**src/rtl/mirror_ctrl.sv**
```systemverilog
module mirror_ctrl #(
  parameter int ADDR_W      = 8,
  parameter int DATA_W      = 16,
  parameter int CNT_W       = 16,
  parameter int FAIL_THRESH = 4
) (
  input  logic              clk,
  input  logic              rst_n,
  input  logic [ADDR_W-1:0] win_base,
  input  logic [ADDR_W-1:0] win_limit,
  input  logic              failover_set,
  output logic              failover,
  output logic [CNT_W-1:0]  recover_count,
  input  logic              req_valid,
  input  logic              req_write,
  input  logic [ADDR_W-1:0] req_addr,
  input  logic [DATA_W-1:0] req_wdata,
  output logic              req_ready,
  output logic              rsp_valid,
  output logic [DATA_W-1:0] rsp_data,
  output logic              rsp_err,
  output logic              pa_valid,
  output logic              pa_write,
  output logic [ADDR_W-1:0] pa_addr,
  output logic [DATA_W-1:0] pa_wdata,
  input  logic              pa_ready,
  input  logic              pa_rvalid,
  input  logic [DATA_W-1:0] pa_rdata,
  input  logic              pa_uerr,
  output logic              pb_valid,
  output logic              pb_write,
  output logic [ADDR_W-1:0] pb_addr,
  output logic [DATA_W-1:0] pb_wdata,
  input  logic              pb_ready,
  input  logic              pb_rvalid,
  input  logic [DATA_W-1:0] pb_rdata,
  input  logic              pb_uerr
);

  localparam int PERR_W = $clog2(FAIL_THRESH + 1);
  localparam logic [PERR_W-1:0] PERR_MAX = PERR_W'(FAIL_THRESH);

  typedef enum logic [2:0] {
    S_IDLE, S_WR, S_RDP, S_WTP, S_RDS, S_WTS, S_FIX, S_DONE
  } state_t;

  state_t            state;
  logic [ADDR_W-1:0] cur_addr;
  logic [DATA_W-1:0] cur_data;
  logic              cur_wr, cur_in, a_ok, b_ok, via_fail, err_r, fo_r;
  logic [PERR_W-1:0] perr_cnt;
  logic [CNT_W-1:0]  rec_cnt;

  wire win_hit = (req_addr >= win_base) && (req_addr < win_limit);
  wire acc_a   = pa_valid && pa_ready;
  wire acc_b   = pb_valid && pb_ready;
  wire wr_done = (a_ok || acc_a) && (!cur_in || b_ok || acc_b);

  assign pa_valid = (state == S_WR && !a_ok) || state == S_RDP || state == S_FIX;
  assign pa_write = (state == S_WR) || (state == S_FIX);
  assign pa_addr  = cur_addr;
  assign pa_wdata = cur_data;
  assign pb_valid = (state == S_WR && cur_in && !b_ok) || state == S_RDS;
  assign pb_write = (state == S_WR);
  assign pb_addr  = cur_addr;
  assign pb_wdata = cur_data;

  assign req_ready     = (state == S_DONE);
  assign rsp_valid     = (state == S_DONE) && !cur_wr;
  assign rsp_data      = cur_data;
  assign rsp_err       = err_r;
  assign failover      = fo_r;
  assign recover_count = rec_cnt;

  always_ff @(posedge clk) begin
    if (!rst_n) begin
      state    <= S_IDLE;
      cur_addr <= '0;
      cur_data <= '0;
      cur_wr   <= 1'b0;
      cur_in   <= 1'b0;
      a_ok     <= 1'b0;
      b_ok     <= 1'b0;
      via_fail <= 1'b0;
      err_r    <= 1'b0;
      perr_cnt <= '0;
      rec_cnt  <= '0;
    end else begin
      case (state)
        S_IDLE: if (req_valid) begin
          cur_addr <= req_addr;
          cur_data <= req_wdata;
          cur_wr   <= req_write;
          cur_in   <= win_hit;
          a_ok     <= 1'b0;
          b_ok     <= 1'b0;
          via_fail <= 1'b0;
          err_r    <= 1'b0;
          if (req_write)            state <= S_WR;
          else if (win_hit && fo_r) state <= S_RDS;
          else                      state <= S_RDP;
        end
        S_WR: begin
          a_ok <= a_ok || acc_a;
          b_ok <= b_ok || acc_b;
          if (wr_done) state <= S_DONE;
        end
        S_RDP: if (pa_ready) state <= S_WTP;
        S_WTP: if (pa_rvalid) begin
          cur_data <= pa_rdata;
          if (!pa_uerr) begin
            state <= S_DONE;
          end else if (cur_in) begin
            via_fail <= 1'b1;
            if (perr_cnt != PERR_MAX) perr_cnt <= perr_cnt + 1'b1;
            state <= S_RDS;
          end else begin
            err_r <= 1'b1;
            state <= S_DONE;
          end
        end
        S_RDS: if (pb_ready) state <= S_WTS;
        S_WTS: if (pb_rvalid) begin
          cur_data <= pb_rdata;
          if (pb_uerr) begin
            err_r <= 1'b1;
            state <= S_DONE;
          end else if (via_fail) begin
            state <= S_FIX;
          end else begin
            state <= S_DONE;
          end
        end
        S_FIX: if (pa_ready) begin
          rec_cnt <= rec_cnt + 1'b1;
          state   <= S_DONE;
        end
        default: state <= S_IDLE;
      endcase
    end
  end

  always_ff @(posedge clk) begin
    if (!rst_n)                       fo_r <= 1'b0;
    else if (failover_set)            fo_r <= 1'b1;
    else if (perr_cnt == PERR_MAX)    fo_r <= 1'b1;
  end

  p_fo_sticky_r9: assert property (@(posedge clk) disable iff (!rst_n)
    failover |=> failover);

  p_sec_in_window_r3: assert property (@(posedge clk) disable iff (!rst_n)
    pb_valid |-> (pb_addr >= win_base) && (pb_addr < win_limit));

  p_rsp_with_ready_r12: assert property (@(posedge clk) disable iff (!rst_n)
    rsp_valid |-> req_ready);

  p_ready_pulse_r12: assert property (@(posedge clk) disable iff (!rst_n)
    req_ready |=> !req_ready);

  p_count_step_r6: assert property (@(posedge clk) disable iff (!rst_n)
    (recover_count != $past(recover_count)) |-> (recover_count == $past(recover_count) + 1'b1));

  p_pa_hold_r2: assert property (@(posedge clk) disable iff (!rst_n)
    (pa_valid && !pa_ready) |=> (pa_valid && $stable(pa_addr) && $stable(pa_write)));

endmodule

```
**config.mk**
```make
export PLATFORM = sky130hd
export DESIGN_NAME = mirror_ctrl
export DESIGN_NICKNAME = d
export VERILOG_FILES = /design/src/rtl/mirror_ctrl.sv
export SDC_FILE = /design/constraint.sdc
export NUM_CORES = 1
export LEC_CHECK = 0
export ABC_AREA = 1
export CAP_MARGIN = 40
export CORE_MARGIN = 2
export CORE_UTILIZATION = 50
export DETAILED_ROUTE_END_ITERATION = 8
export DONT_BUFFER_PORTS = 1
export HOLD_SLACK_MARGIN = 0.05
export SLEW_MARGIN = 20
export SYNTH_ARGS = -nofsm -noshare
export SYNTH_HDL_FRONTEND = slang
export SYNTH_SLANG_ARGS = --single-unit
```
**constraint.sdc**
```tcl
create_clock -name clk -period 1.9 [get_ports clk]
set_input_delay 0.38 -clock clk [delete_from_list [all_inputs] [get_ports clk]]
set_output_delay 0.38 -clock clk [all_outputs]
set_load 0.02 [all_outputs]
```
==> flow_metrics.tcl <==
set metrics [dict create \
    outcome "finished, final reports clean" \
    drc 0 \
    finalSetupViolCount 0 \
    slowest_delay_ps 420 \
    drt_pass1_iterations 4 \
    grt-ovfl-total 0 \
    skew_ps 11.1 \
    worstReg2RegEnd "recover_count[15]" \
    clkLatencyLatePin_ps 310 \
    dieWidth_um 84.6 \
    grt_pass1_vias 2633 \
    clk_pin_slew_ps 100 \
    initial_core_util_pct 51.5 \
    min_period_over_period_pct 91.6 \
    drt_iter0_drc 82 \
    die_h_um 84.6 \
    critPathLaunch "state[0]" \
    timing.critical_path.max_delay_family "simple AND/OR/NAND/NOR gates" \
    p_leak_nw 1.43 \
    placeableCoreArea_um2 6310 \
    setup.worst_path.end_class "output pin" \
    use_met2_pct 36.3 \
    worst_r2r_path_depth 10 \
    root_buffer "clkbuf_8" \
    reg2reg_slack_ps 250 \
    syn_nets 545 \
    tns_ps 0 \
    routabilityCongestion 0.892 \
    rsz0062_at_grt "false" \
    seq_area_frac_synth_pct 32.7 \
    cts_sinks 53 \
    syn2layout_area_growth_pct -0.501 \
    synth_top_cell_by_area "dfxtp_1" \
    hold_class "in2reg" \
    cp_max_fo 6 \
    vias_per_cell 5.31 \
    worst_slew_pin_slew_ps 638 \
    crit_buf_inv 1 \
    cp_cell_sequence "nand2_2 > nor2_4 > nand2_1 > nand2_1 > buf_4" \
    syn_area_um2 3250 \
    ys_ff_latch 53 \
    port_buffers 0 \
    dp_hpwl_um 5580 \
    num_vias 2616 \
    grt_pass1_wl_um 12200 \
    nNetsFinal 516 \
    holdWs_ps 180 \
    synth_top_area_share_pct 32.7 \
    ctsLongestPathBuffers 2 \
    drive_gt1_share_pct 11.3 \
    yosys_warnings 0 \
    worst_path_max_delay_cell "dfxtp_1" \
    drv_slew 0 \
    crit_arrival_ps 1360 \
    holdPathStages 2 \
    netlist_top_cells_area "dfxtp_1, a21oi_1, buf_4" \
    drv_cap 0 \
    synth_cell_types 33 \
    wire_per_inst_um 14.6 \
    ant_nets 0 \
    n_antenna_cell 0 \
    critPathLaunchType "register" \
    rows 29 \
    groute.layer.met1.usage_pct 25.1 \
    dieArea_um2 7160 \
    crit_required_ps 1520 \
    max_freq_mhz 575 \
    track_usage_pct 20.6 \
    grt_start_max_net_pins 43 \
    finalHoldViolations 0 \
    timing.rr.start "state[1]" \
    max-vdd-ir-drop_mv 1.09 \
    numCtsBuffers 5 \
    synthCells 444 \
    slew_headroom_pct 57.4 \
    worstHoldEndpoint "recover_count[4]" \
    final.min_clock_period_ps 1740 \
    totalWireLength_um 7190 \
    cp_common_cell "nand2_1" \
    htree_num_levels 2 \
    antenna_found_initial 0 \
    busiest_layer "met2" \
    hold_start "rst_n" \
    path_class "reg2out" \
    power_density_nw_per_um2 1430 \
    io_pins 171 \
    use_met3_pct 6.29 \
    tritoncts "done" \
    syn_area_per_cell_um2 7.32 \
]
[how the worst max path moves through the flow]
stage | to | slack (ps) | depth (start not counted)
detailed placement | state[1] | 240 | 10
floorplan | state[1] | 170 | 9
global placement | state[1] | 260 | 10
CTS | pb_valid | 4 | 5
finish | pa_valid | 160 | 5
global route | pb_valid | 20 | 5
[kinds of logic after synthesis]
group	after synthesis	synth area share, %
AND/OR/NAND/NOR	124	18.9
adder cells (fa/ha/maj)	18	6.93
buffers and inverters	119	18.7
flip-flops	53	32.7
XOR/XNOR	1	0.270
AO/OA/AOI/OAI	129	22.5
[stage by stage]
step | instance area (µm²) | util, % | setup WS, ps | instances | power (W)
2_1_floorplan | 3250 | - | 173 | 444 | 0.00405
3_3_place_gp | 3110 | 49.2 | 263 | 483 | 0.00392
3_5_place_dp | 3110 | 49.2 | 243 | 483 | 0.00394
4_1_cts | 3210 | 50.8 | 4.30 | 491 | 0.00464
5_1_grt | 3230 | 51.2 | 21.5 | 493 | 0.00499
6_report | 3230 | 51.2 | 159 | 493 | 0.00463
[repair_timing]
item / in CTS / in global routing
setup buffers: 0 / 2
gates resized for setup: 0 / 3
setup endpoints to repair: 0 / 3
hold buffers: 0 / 0
[report_power, final]
group | leakage [nW] | switching (W) | internal (W)
Sequential | 0.434 | 0.00110 | 0.00139
Combinational | 0.940 | 0.000876 | 0.000572
Clock | 0.0542 | 0.000362 | 0.000330
[layer usage]
| layer | part of all wire [%] | wire [µm] | vias up |
|---|---|---|---|
| met1 | 44 | 3170 | 1133 |
| met4 | 0.56 | 40 | 0 |
| met3 | 7.4 | 530 | 4 |
| li1 | - | - | 1382 |
| met2 | 48 | 3450 | 97 |
| met5 | 0 | 0 | - |
[placed cells by master (no fill, tap or decap), types with 2 or more instances in the layout]
| cell type | synthesis | routed |
|---|---|---|
| nor3_1 | 9 | 9 |
| a22o_1 | 16 | 16 |
| o31ai_1 | 2 | 2 |
| nand2_2 | 3 | 4 |
| nand4_1 | 3 | 3 |
| o21ai_0 | 37 | 37 |
| clkbuf_8 | 0 | 7 |
| nor2_1 | 19 | 19 |
| nor2_4 | 8 | 9 |
| buf_4 | 42 | 15 |
| o21ai_1 | 2 | 2 |
| inv_1 | 65 | 65 |
| inv_2 | 2 | 2 |
| o21a_1 | 2 | 2 |
| nand3_1 | 17 | 17 |
| a21oi_1 | 64 | 64 |
| nand2_1 | 56 | 55 |
| ha_1 | 18 | 18 |
| nand3b_1 | 2 | 2 |
| nand2_4 | 2 | 2 |
| dfxtp_1 | 53 | 52 |
[synth_stat cells, drive strengths merged]
cell type / count
a22o: 16
nor2: 29
nand4: 4
o21ai: 39
xnor2: 1
or2: 1
ha: 18
inv: 67
o22ai: 1
o211ai: 1
nand3b: 2
nor3b: 1
a31oi: 1
o31ai: 2
dfxtp: 53
a21oi: 65
nor3: 9
clkbuf: 8
o221ai: 1
o21a: 3
nand2: 61
nand3: 17
buf: 44
[final cells by class]
cell class                 count  area [µm²]
fill                         653        3080
multi-input combinational    272        1590
sequential                    53        1060
inverter                      67         251
timing repair buffer          16         133
clock buffer                   7        96.3
tap                           77        96.3
clock inverter                 1        5.00
[flip-flops by register name (all words and copies together), names as in the netlist]
name	flops
via_fail	1
rsp_err	1
pa_wdata	16
cur_in	1
state	3
failover	1
cur_wr	1
perr_cnt	3
a_ok	1
pa_addr	8
recover_count	16
b_ok	1
Note: power is estimated with default switching activity, not from simulation.
